<file path="src/rtl/ctl_pkg.sv">
`timescale 1ns/1ps
package ctl_pkg;
    localparam int STEPS    = 8;
    localparam int STEP_W   = $clog2(STEPS);
    localparam int OP_W     = 3;
    localparam int MODE_W   = 2;
    localparam int COND_W   = 3;
    localparam int NUM_OP   = 1 << OP_W;
    localparam int NUM_MODE = 1 << MODE_W;
    localparam int NUM_COND = 1 << COND_W;
    localparam int IRC_W    = OP_W + 2 * MODE_W;

    typedef enum logic [1:0] {BA_NONE, BA_PC, BA_RF, BA_MDR} bus_a_e;
    typedef enum logic [1:0] {IM_NONE, IM_VALUE, IM_ADDR, IM_OFFSET} imm_e;
    typedef enum logic [2:0] {
        ALU_PASS_A, ALU_PASS_B, ALU_ADD, ALU_SUB,
        ALU_AND, ALU_OR, ALU_XOR, ALU_RSVD
    } alu_e;

    typedef struct packed {
        bus_a_e bus_a;
        imm_e   imm;
        alu_e   alu;
        logic   rf_rd1;
        logic   rf_rd2;
        logic   rf_wr;
        logic   mem_rd;
        logic   mem_wr;
        logic   mar_load;
        logic   mdr_load;
        logic   ir_load;
        logic   status_load;
        logic   pc_inc;
        logic   pc_load;
        logic   pc_push;
        logic   pc_pop;
        logic   step_clear;
    } ctrl_t;

    typedef struct packed {
        logic [STEP_W-1:0] step;
    } seq_state_t;
endpackage

</file>
<file path="src/rtl/onehot_dec.sv">
`timescale 1ns/1ps
module onehot_dec #(
    parameter int W = 3,
    localparam int N = 1 << W
) (
    input  logic [W-1:0] code,
    output logic [N-1:0] lines
);
    for (genvar g = 0; g < N; g++) begin : g_line
        assign lines[g] = (code == W'(g));
    end
endmodule

</file>
<file path="src/rtl/step_seq.sv">
`timescale 1ns/1ps
module step_seq
    import ctl_pkg::*;
(
    input  logic             clk,
    input  logic             rst_n,
    input  logic             clr,
    output logic [STEPS-1:0] t
);
    seq_state_t st_d, st_q;

    always_comb begin
        st_d = st_q;
        if (clr) st_d.step = '0;
        else     st_d.step = st_q.step + 1'b1;
    end

    always_ff @(posedge clk or negedge rst_n) begin
        if (!rst_n) st_q <= '0;
        else        st_q <= st_d;
    end

    onehot_dec #(.W(STEP_W)) i_step_dec (.code(st_q.step), .lines(t));

    // the step is always a single timing line
    assert_step_onehot_R3: assert property (@(posedge clk) disable iff (!rst_n)
        $onehot(t));
    // clear returns the counter to T0
    assert_clear_restart_R3: assert property (@(posedge clk) disable iff (!rst_n)
        clr |=> (st_q.step == '0));
    // without clear the counter advances by one
    assert_step_advance_R3: assert property (@(posedge clk) disable iff (!rst_n)
        !clr |=> (st_q.step == $past(st_q.step) + 1'b1));
endmodule

</file>
<file path="src/rtl/ctrl_encoder.sv">
`timescale 1ns/1ps
module ctrl_encoder
    import ctl_pkg::*;
(
    input  logic [STEPS-1:0]    t,
    input  logic [NUM_OP-1:0]   op,
    input  logic [NUM_MODE-1:0] sm,
    input  logic [NUM_MODE-1:0] dm,
    input  logic [NUM_COND-1:0] cm,
    input  logic                flag_n,
    input  logic                flag_z,
    output ctrl_t               ctrl
);
    logic is_data, src_mem, src_direct, is_cmp, keep, dst_mem;
    logic alu_stp, addr_stp, wr_stp, taken;
    alu_e fn;

    assign is_data    = ~op[7];
    assign src_mem    = sm[1] | sm[2];
    assign src_direct = sm[0] | sm[3];
    assign is_cmp     = op[6];
    assign keep       = ~is_cmp & ~dm[3];
    assign dst_mem    = dm[1] | dm[2];
    assign alu_stp    = (src_direct & t[3]) | (src_mem & t[5]);
    assign addr_stp   = (src_direct & t[4]) | (src_mem & t[6]);
    assign wr_stp     = (src_direct & t[5]) | (src_mem & t[7]);
    assign taken      = cm[0] | (cm[1] & flag_n) | (cm[2] & ~flag_z)
                      | (cm[3] & flag_z) | cm[4];

    always_comb begin
        if      (op[0]) fn = ALU_PASS_A;
        else if (op[1]) fn = ALU_ADD;
        else if (op[2]) fn = ALU_SUB;
        else if (op[3]) fn = ALU_AND;
        else if (op[4]) fn = ALU_OR;
        else if (op[5]) fn = ALU_XOR;
        else if (op[6]) fn = ALU_SUB;
        else            fn = ALU_PASS_A;
    end

    always_comb begin
        ctrl = '0;
        // common fetch
        if (t[0]) begin
            ctrl.bus_a    = BA_PC;
            ctrl.alu      = ALU_PASS_A;
            ctrl.mar_load = 1'b1;
        end
        if (t[1]) begin
            ctrl.mem_rd   = 1'b1;
            ctrl.mdr_load = 1'b1;
            ctrl.pc_inc   = 1'b1;
        end
        if (t[2]) ctrl.ir_load = 1'b1;

        if (is_data) begin
            // memory source operand: address then read
            if (src_mem & t[3]) begin
                ctrl.mar_load = 1'b1;
                ctrl.alu      = ALU_PASS_A;
                if (sm[1]) begin
                    ctrl.bus_a  = BA_RF;
                    ctrl.rf_rd1 = 1'b1;
                end else begin
                    ctrl.imm = IM_ADDR;
                end
            end
            if (src_mem & t[4]) begin
                ctrl.mem_rd   = 1'b1;
                ctrl.mdr_load = 1'b1;
            end
            // ALU step
            if (alu_stp) begin
                ctrl.rf_rd2      = 1'b1;
                ctrl.status_load = 1'b1;
                ctrl.alu         = fn;
                if (sm[0]) begin
                    ctrl.bus_a  = BA_RF;
                    ctrl.rf_rd1 = 1'b1;
                end else if (sm[3]) begin
                    ctrl.imm = IM_VALUE;
                end else begin
                    ctrl.bus_a = BA_MDR;
                end
                if (keep & dm[0]) begin
                    ctrl.rf_wr      = 1'b1;
                    ctrl.step_clear = 1'b1;
                end else if (keep & dst_mem) begin
                    ctrl.mdr_load = 1'b1;
                end else begin
                    ctrl.step_clear = 1'b1;
                end
            end
            // memory destination: address then write
            if (keep & dst_mem & addr_stp) begin
                ctrl.mar_load = 1'b1;
                if (dm[1]) begin
                    ctrl.rf_rd2 = 1'b1;
                    ctrl.alu    = ALU_PASS_B;
                end else begin
                    ctrl.imm = IM_ADDR;
                    ctrl.alu = ALU_PASS_A;
                end
            end
            if (keep & dst_mem & wr_stp) begin
                ctrl.mem_wr     = 1'b1;
                ctrl.step_clear = 1'b1;
            end
        end else if (t[3]) begin
            // branch group, single execute step
            ctrl.step_clear = 1'b1;
            if (cm[5]) begin
                ctrl.pc_pop = 1'b1;
            end else if (cm[6] | cm[7]) begin
                ctrl.step_clear = 1'b1;
            end else if (taken) begin
                ctrl.bus_a   = BA_PC;
                ctrl.imm     = IM_OFFSET;
                ctrl.alu     = ALU_ADD;
                ctrl.pc_load = 1'b1;
                ctrl.pc_push = cm[4];
            end
        end
    end
endmodule

</file>
<file path="src/rtl/step_ctrl_unit.sv">
`timescale 1ns/1ps
module step_ctrl_unit
    import ctl_pkg::*;
(
    input  logic                 clk,
    input  logic                 rst_n,
    input  logic [IRC_W-1:0]     ir_ctl,
    input  logic                 flag_n,
    input  logic                 flag_z,
    output logic [STEPS-1:0]     step_oh,
    output logic [1:0]           bus_a_sel,
    output logic [1:0]           imm_sel,
    output logic [2:0]           alu_op,
    output logic                 rf_rd1,
    output logic                 rf_rd2,
    output logic                 rf_wr,
    output logic                 mem_rd,
    output logic                 mem_wr,
    output logic                 mar_load,
    output logic                 mdr_load,
    output logic                 ir_load,
    output logic                 status_load,
    output logic                 pc_inc,
    output logic                 pc_load,
    output logic                 pc_push,
    output logic                 pc_pop,
    output logic                 step_clear
);
    localparam int OP_LSB   = 2 * MODE_W;
    localparam int COND_LSB = IRC_W - OP_W - COND_W;

    logic [STEPS-1:0]    t;
    logic [NUM_OP-1:0]   op;
    logic [NUM_MODE-1:0] sm, dm;
    logic [NUM_COND-1:0] cm;
    ctrl_t               ctrl, ctrl_g;

    onehot_dec #(.W(OP_W))   i_op_dec  (.code(ir_ctl[OP_LSB +: OP_W]),     .lines(op));
    onehot_dec #(.W(MODE_W)) i_src_dec (.code(ir_ctl[MODE_W +: MODE_W]),   .lines(sm));
    onehot_dec #(.W(MODE_W)) i_dst_dec (.code(ir_ctl[0 +: MODE_W]),        .lines(dm));
    onehot_dec #(.W(COND_W)) i_cnd_dec (.code(ir_ctl[COND_LSB +: COND_W]), .lines(cm));

    step_seq i_seq (.clk(clk), .rst_n(rst_n), .clr(ctrl.step_clear), .t(t));

    ctrl_encoder i_enc (
        .t(t), .op(op), .sm(sm), .dm(dm), .cm(cm),
        .flag_n(flag_n), .flag_z(flag_z), .ctrl(ctrl)
    );

    assign ctrl_g      = rst_n ? ctrl : '0;
    assign step_oh     = t;
    assign bus_a_sel   = ctrl_g.bus_a;
    assign imm_sel     = ctrl_g.imm;
    assign alu_op      = ctrl_g.alu;
    assign rf_rd1      = ctrl_g.rf_rd1;
    assign rf_rd2      = ctrl_g.rf_rd2;
    assign rf_wr       = ctrl_g.rf_wr;
    assign mem_rd      = ctrl_g.mem_rd;
    assign mem_wr      = ctrl_g.mem_wr;
    assign mar_load    = ctrl_g.mar_load;
    assign mdr_load    = ctrl_g.mdr_load;
    assign ir_load     = ctrl_g.ir_load;
    assign status_load = ctrl_g.status_load;
    assign pc_inc      = ctrl_g.pc_inc;
    assign pc_load     = ctrl_g.pc_load;
    assign pc_push     = ctrl_g.pc_push;
    assign pc_pop      = ctrl_g.pc_pop;
    assign step_clear  = ctrl_g.step_clear;

    // memory port is never driven both ways
    assert_mem_rw_excl_R12: assert property (@(posedge clk) disable iff (!rst_n)
        !(mem_rd && mem_wr));
    // a PC load and a stack pop never compete
    assert_pc_src_excl_R12: assert property (@(posedge clk) disable iff (!rst_n)
        !(pc_load && pc_pop));
    // no architectural write during fetch
    assert_fetch_no_write_R12: assert property (@(posedge clk) disable iff (!rst_n)
        (step_oh[0] || step_oh[1] || step_oh[2]) |-> (!rf_wr && !mem_wr));
    // the IR is only loaded in T2
    assert_ir_load_t2_R2: assert property (@(posedge clk) disable iff (!rst_n)
        ir_load |-> step_oh[2]);
    // the PC only increments in T1
    assert_pc_inc_t1_R2: assert property (@(posedge clk) disable iff (!rst_n)
        pc_inc |-> step_oh[1]);
endmodule

</file>
<file path="config.mk">
export PLATFORM = sky130hd
export DESIGN_NAME = step_ctrl_unit
export DESIGN_NICKNAME = d
export VERILOG_FILES = /design/src/rtl/ctl_pkg.sv /design/src/rtl/onehot_dec.sv /design/src/rtl/step_seq.sv /design/src/rtl/ctrl_encoder.sv /design/src/rtl/step_ctrl_unit.sv
export SDC_FILE = /design/constraint.sdc
export NUM_CORES = 1
export LEC_CHECK = 0
export ABC_AREA = 1
export CAP_MARGIN = 20
export CORE_MARGIN = 2
export CORE_UTILIZATION = 42
export DETAILED_ROUTE_END_ITERATION = 7
export PLACE_DENSITY = 0.79
export SYNTH_ARGS = -nofsm -noshare
export SYNTH_HDL_FRONTEND = slang
export SYNTH_SLANG_ARGS = --single-unit
</file>
<file path="constraint.sdc">
create_clock -name clk -period 2.2 [get_ports clk]
set_input_delay 0.22 -clock clk [delete_from_list [all_inputs] [get_ports clk]]
set_output_delay 0.22 -clock clk [all_outputs]
set_load 0.05 [all_outputs]
</file>
Word level (Yosys, flattened, before mapping). Index checks and enable logic that the tools add are counted.

Add/subtract/negate cells: 1. Equality and inequality tests: 27. Muxes and demuxes: 55. Bitwise gates (word level): 30. Reductions and logical operators: 5.

Operators with widths (number): $eq A3 B3 Y1 const B (12); $mux W7 (4); $mux W1 (25); $mux W3 (8); $mux W2 (11); $mux W21 (1); $eq A3 B2 Y1 const B (6); $and A1 B1 Y1 (16); $mux W6 (2); $or A1 B1 Y1 (11); $mux W10 (1); $eq A3 B1 Y1 const B (3); $logic_not A3 Y1 (3); $eq A2 B2 Y1 const B (4); $mux W8 (1); $mux W5 (1); $eq A2 B1 Y1 const B (2); $logic_not A2 Y1 (2); $mux W4 (1); $add A3 B1 Y3 const B (1); $not A1 Y1 (3).

Register bits: 3. Bits of input ports: 11. Output and inout port bits: 29. Word-level logic and storage cells: 119.

Depth between registers and ports, before layout.
Word-level depth: 13. Gate-level depth with buffers: 12. Mapped depth without buffers: 11.

Cells and area by module. A second synthesis with hierarchy kept.

Cells, all modules: 212. Area, all modules: 1036.0 µm².

Modules (own cells, without submodules): ctrl_encoder (times used 1, cells each 97, area each 514.2 µm², seq. area each 0.0 µm²); step_ctrl_unit (times used 1, cells each 44, area each 180.2 µm², seq. area each 0.0 µm²); onehot_dec (i_cnd_dec ...) (times used 3, cells each 15, area each 56.3 µm², seq. area each 0.0 µm²); step_seq (times used 1, cells each 12, area each 120.1 µm², seq. area each 75.1 µm²); onehot_dec (i_dst_dec ...) (times used 2, cells each 7, area each 26.3 µm², seq. area each 0.0 µm²).

Least setup slack after synthesis. OpenSTA, ideal clock, no wires.

Path kind: register -> output. Start: reg i_seq.st_q[2] in the netlist's numbering. End: out pc_pop. Arrival: 2.818 ns. Data required time: 1.980 ns. Path slack: -0.838 ns. Stages on the path, launching flop included: 6. Path buffers: 1. Cells stage by stage: dfrtp_1 -> buf_4 -> inv_1 -> ha_1 -> nand3_2 -> nor4_1.

Word-level cells in the longest chain between the ends: 4.

RTL lines: from (decl) (line step_seq.sv:10) `seq_state_t st_d, st_q;`; from (signal assigned) (line step_seq.sv:20) `else st_q <= st_d;`; $eq A3 B2 Y1 (line onehot_dec.sv:10) `assign lines[g] = (code == W'(g));`; net step_oh[3] (line step_ctrl_unit.sv:10) `output logic [STEPS-1:0] step_oh,`; $mux W4 (line ctrl_encoder.sv:109) `end else if (t[3]) begin`; $mux W3 (line ctrl_encoder.sv:56) `if (is_data) begin`; $mux W21 (line step_ctrl_unit.sv:50) `assign ctrl_g = rst_n ? ctrl : '0;`; to (decl) (line step_ctrl_unit.sv:26) `output logic pc_pop,`.

The timed path passes the listed nets, and every way through them passes these cells.

Worst setup path after layout.
Start: reg i_seq.st_q[0] in the netlist's numbering. End: out step_clear.

Word-level cells in the longest chain between the ends: 7. Elaborated cells between the ends (all ways): 15. Those cells by class: eq/ne (3); mux (5); bitwise (7).

RTL lines: $eq A3 B2 Y1 or $eq A3 B3 Y1 (tied branches) (line onehot_dec.sv:10); $and A1 B1 Y1, on equally long branches (line ctrl_encoder.sv:24, ctrl_encoder.sv:26); $or A1 B1 Y1, on equally long branches (line ctrl_encoder.sv:24, ctrl_encoder.sv:26); $mux W1 or $and A1 B1 Y1 (tied branches) (line ctrl_encoder.sv:73, ctrl_encoder.sv:105); $mux W1 (line ctrl_encoder.sv:105) `if (keep & dst_mem & wr_stp) begin`; $mux W1 * (line ctrl_encoder.sv:56); $mux W21 * (line step_ctrl_unit.sv:50); to (decl) (line step_ctrl_unit.sv:27) `output logic step_clear`.

Mark *: on every way between the ends. The rest lies on a longest branch, timed or not.

==> impl_metrics.py <==
metrics = {
    "timing": {
        "timing.final.setup_violations": 0,
        "final.min_clock_period_ns": 2.163,
        "headroom_to_the_max_slew_limit_pct": 63.74,
        "fin_worst_hold_slack_ns": 0.5267,
        "hold_viol_final": 0,
        "worst-slew-pin-transition_ns": 0.5422,
        "grt_setup_unrepaired": "yes",
        "max_clock_skew_ns": 0.006996,
        "maxSlewViolCount": 0,
        "period_share_pct": 98.34,
        "maxClockFrequency_mhz": 462.2,
    },
    "worst_hold_path": {
        "whs_endpoint": "i_seq.st_q[0]",
        "worst_hold_path_type": "reg2reg",
        "hold-path-cell-count": 1,
        "worst_hold_startpoint": "i_seq.st_q[0]",
    },
    "die": {
        "std_cell_rows": 17,
        "start_util_pct": 43.27,
        "die_area_sq_mm": 0.002606,
        "die_x_um": 51.05,
        "fp.coreArea_sq_mm": 0.002148,
        "ios": 40,
        "floorplan.die.height_um": 51.05,
    },
    "drt": {
        "drc_violations_left": 0,
        "avgViaCountPerCell": 4.962,
        "drt-total-wl_um": 3007,
        "ant_nets": 0,
        "wl_per_cell_um": 12.85,
        "first_pass_iters": 4,
        "dr.first_iter.drc_count": 22,
        "num_vias": 1161,
    },
    "synth": {
        "share_of_the_yosys_chip_area_belonging_to_registers_pct": 8.075,
        "ys_ff_latch": 3,
        "synth.largest_area_cell": "sky130_fd_sc_hd__ha_1",
        "synthesis.instances": 153,
        "yosys.cell_count.top_type": "sky130_fd_sc_hd__nand2_1",
        "synth-edff-count": 0,
        "ys_async_sr_fraction_pct": 100.0,
        "syn-mean-instance-area_sq_um": 6.076,
        "synth.area.top_cells": "sky130_fd_sc_hd__ha_1 17%, sky130_fd_sc_hd__nand2_1 15%, sky130_fd_sc_hd__inv_1 11%, sky130_fd_sc_hd__dfrtp_1 8.1%, sky130_fd_sc_hd__nand2_4 6.1%",
        "yosys_warnings": 0,
        "synth.top_cell.area_share_pct": 17.50,
        "postSynthNetCount": 177,
        "ys_dominant_reg_cell": "sky130_fd_sc_hd__dfrtp_1",
        "synth_cell_types": 28,
        "combined_area_of_all_synthesized_cells_sq_um": 929.6,
        "synth_top_cells_by_count": "36 x sky130_fd_sc_hd__nand2_1, 28 x sky130_fd_sc_hd__inv_1, 13 x sky130_fd_sc_hd__ha_1, 13 x sky130_fd_sc_hd__nor2_1, 10 x sky130_fd_sc_hd__nand3_1",
    },
    "place": {
        "placedInstanceArea_sq_mm": 0.001685,
        "numPortBuffers": 39,
        "dpl.hpwl_um": 2565,
        "finalWeightedCongestion": 0.8211,
    },
    "clock_tree": {
        "cts_sinks": 3,
        "cts_hold_buffers": 0,
        "tritoncts.num_buffers": 3,
        "clk-insertion-delay-late_ns": 0.23,
        "root_driver": "sky130_fd_sc_hd__clkbuf_4",
        "cts_tree": "built",
        "cts.clk_slew.worst_paths_ns": 0.04,
        "clock_tree.htree_level_count": 1,
        "clock_tree.buffer_depth": 2,
    },
    "worst_setup_path": {
        "register_to_register_setup_slack_ns": 0.48,
        "worstPathRequired_ns": 1.98,
        "cp_max_fo": 7,
        "timing.critical_path.arrival_ns": 1.94,
        "regToRegStartpoint": "i_seq.st_q[0]",
        "critical_path.reg2reg.endpoint": "i_seq.st_q[1]",
        "timing.critical_path.to_type": "primary output",
        "crit_path_start_kind": "flip-flop",
        "ff2ff_path_depth": 10,
        "criticalPathCategory": "reg2out",
    },
    "final_layout": {
        "layout.cell_area.non_filler_sq_mm": 0.001757,
        "fin_nets": 231,
        "finalCoreUtilization_pct": 81.77,
        "area_occupied_by_multi_input_gates_sq_um": 790.8,
        "largest_reg_flops": 3,
        "registers.top_by_ff_count": "i_seq.st_q",
        "area.sequential_sq_um": 76.32,
        "fill_cells": 130,
        "areaGrowthSynthToFinish_pct": 88.96,
        "insertedDiodeCount": 0,
        "top_regs": "i_seq.st_q x3",
        "layout-drive-gt1-share_pct": 39.81,
    },
    "grt": {
        "grt_util_met1_pct": 26.11,
        "grt_util_met2_pct": 45.89,
        "number_of_global_route_vias_before_repair": 1166,
        "antenna_found_initial": 0,
        "grt_start_max_net_pins": 10,
        "gr-max-usage-layer": "met2",
        "grtUsageMet3_pct": 2.924,
        "grt_overflow": 0,
        "wire_length_of_the_first_global_routing_pass_um": 4857,
        "globalRouteTotalUtil_pct": 24.16,
    },
    "job": {
        "max_cap_viol_count": 0,
    },
    "power": {
        "ir_worst_vdd_mv": 0.9596,
        "power_density_mw_per_mm2": 843.6,
        "report.power.total_uw": 1482,
        "leakage_power_uw": 0.0008881,
    },
    "run_status": {
        "outcome": "complete, no violations",
    },
}
-- routing by layer --
layer  routed length, um  share of wire [%]
met1                1178                 39
met3                  98                3.3
met2                1675                 56
met5                   0                  0
met4                  54                1.8
-- critical path, cell delays in order, from the launching register on --
cell                      delay, ns
sky130_fd_sc_hd__dfrtp_1       0.41
sky130_fd_sc_hd__ha_2          0.25
sky130_fd_sc_hd__ha_4          0.20
sky130_fd_sc_hd__inv_2         0.06
sky130_fd_sc_hd__nand2_4       0.09
sky130_fd_sc_hd__nand2_4       0.09
sky130_fd_sc_hd__inv_6         0.09
sky130_fd_sc_hd__nand2_1       0.07
sky130_fd_sc_hd__nand3_2       0.08
sky130_fd_sc_hd__nand2_1       0.06
sky130_fd_sc_hd__nor2_2        0.16
sky130_fd_sc_hd__buf_12        0.15
-- layout by cell type (no fill, tap or decap), types with 2 or more instances in the layout --
| cell type | netlist | final |
|---|---|---|
| sky130_fd_sc_hd__nand2_1 | 36 | 36 |
| sky130_fd_sc_hd__inv_1 | 28 | 25 |
| sky130_fd_sc_hd__buf_12 | 0 | 21 |
| sky130_fd_sc_hd__clkdlybuf4s50_1 | 0 | 16 |
| sky130_fd_sc_hd__buf_4 | 1 | 13 |
| sky130_fd_sc_hd__inv_2 | 9 | 11 |
| sky130_fd_sc_hd__nand3_1 | 10 | 10 |
| sky130_fd_sc_hd__ha_1 | 13 | 10 |
| sky130_fd_sc_hd__nor2_1 | 13 | 9 |
| sky130_fd_sc_hd__nand2_4 | 5 | 5 |
| sky130_fd_sc_hd__nor2_2 | 1 | 5 |
| sky130_fd_sc_hd__a21oi_1 | 5 | 4 |
| sky130_fd_sc_hd__nand2_2 | 3 | 3 |
| sky130_fd_sc_hd__nand3_2 | 3 | 3 |
| sky130_fd_sc_hd__o21ai_1 | 3 | 3 |
| sky130_fd_sc_hd__o21ai_0 | 3 | 3 |
| sky130_fd_sc_hd__clkbuf_4 | 0 | 3 |
| sky130_fd_sc_hd__nand4_1 | 2 | 2 |
| sky130_fd_sc_hd__nor3_4 | 0 | 2 |
| sky130_fd_sc_hd__o21ai_2 | 2 | 2 |
| sky130_fd_sc_hd__nor3_1 | 2 | 2 |
| sky130_fd_sc_hd__ha_4 | 0 | 2 |
| sky130_fd_sc_hd__dfrtp_1 | 3 | 2 |
-- metrics by stage --
step / setup slack (ns) / TNS [ns] / cells
CTS: 0.003686 / 0 / 233
global route: -0.05469 / -0.05475 / 234
detailed placement: -0.06665 / -0.1822 / 229
global placement: 0.0002771 / 0 / 229
floorplan: -0.06874 / -0.06874 / 153
finish: 0.03655 / 0 / 234
-- timing repair --
item,4_1_cts,5_1_grt
setup endpoints to repair,7,11
pin swaps,0,4
setup buffers,0,1
gates cloned,0,0
gates resized for setup,2,9
-- power by group --
group | internal (uW) | switching, uW
clock network | 67.8 | 27.3
logic | 484 | 782
registers | 81.5 | 38.9
total | 633 | 849
-- cells by family (layout without fill, tap and decap cells) --
kind of cell	count (synthesis)	after routing	share of synthesized area, %
simple gates	82	82	47.92
buf+inv	39	92	16.42
flops	3	3	8.075
fa+ha+maj	13	13	17.50
compound gates	16	16	10.09
-- how the worst max path moves through the flow --
stage	start	end	slack [ns]	cells past startpoint
after floorplan	i_seq.st_q[2]	pc_pop	-0.07	5
after global placement	ir_ctl[3]	alu_op[0]	0.0003	10
after detailed placement	ir_ctl[2]	step_clear	-0.07	11
after CTS	i_seq.st_q[0]	step_clear	0.004	11
after global routing	i_seq.st_q[0]	step_clear	-0.05	11
final	i_seq.st_q[0]	step_clear	0.04	11
-- area by class of cell --
| type | instances | share of cell area, % |
|---|---|---|
| flip-flops and latches | 3 | 4.345 |
| clock buffers | 4 | 1.496 |
| well taps | 28 | 1.994 |
| multi-input cells | 111 | 45.01 |
| inverters | 38 | 8.547 |
| repair buffers | 50 | 38.60 |
Power figures use the tool's default switching activity.
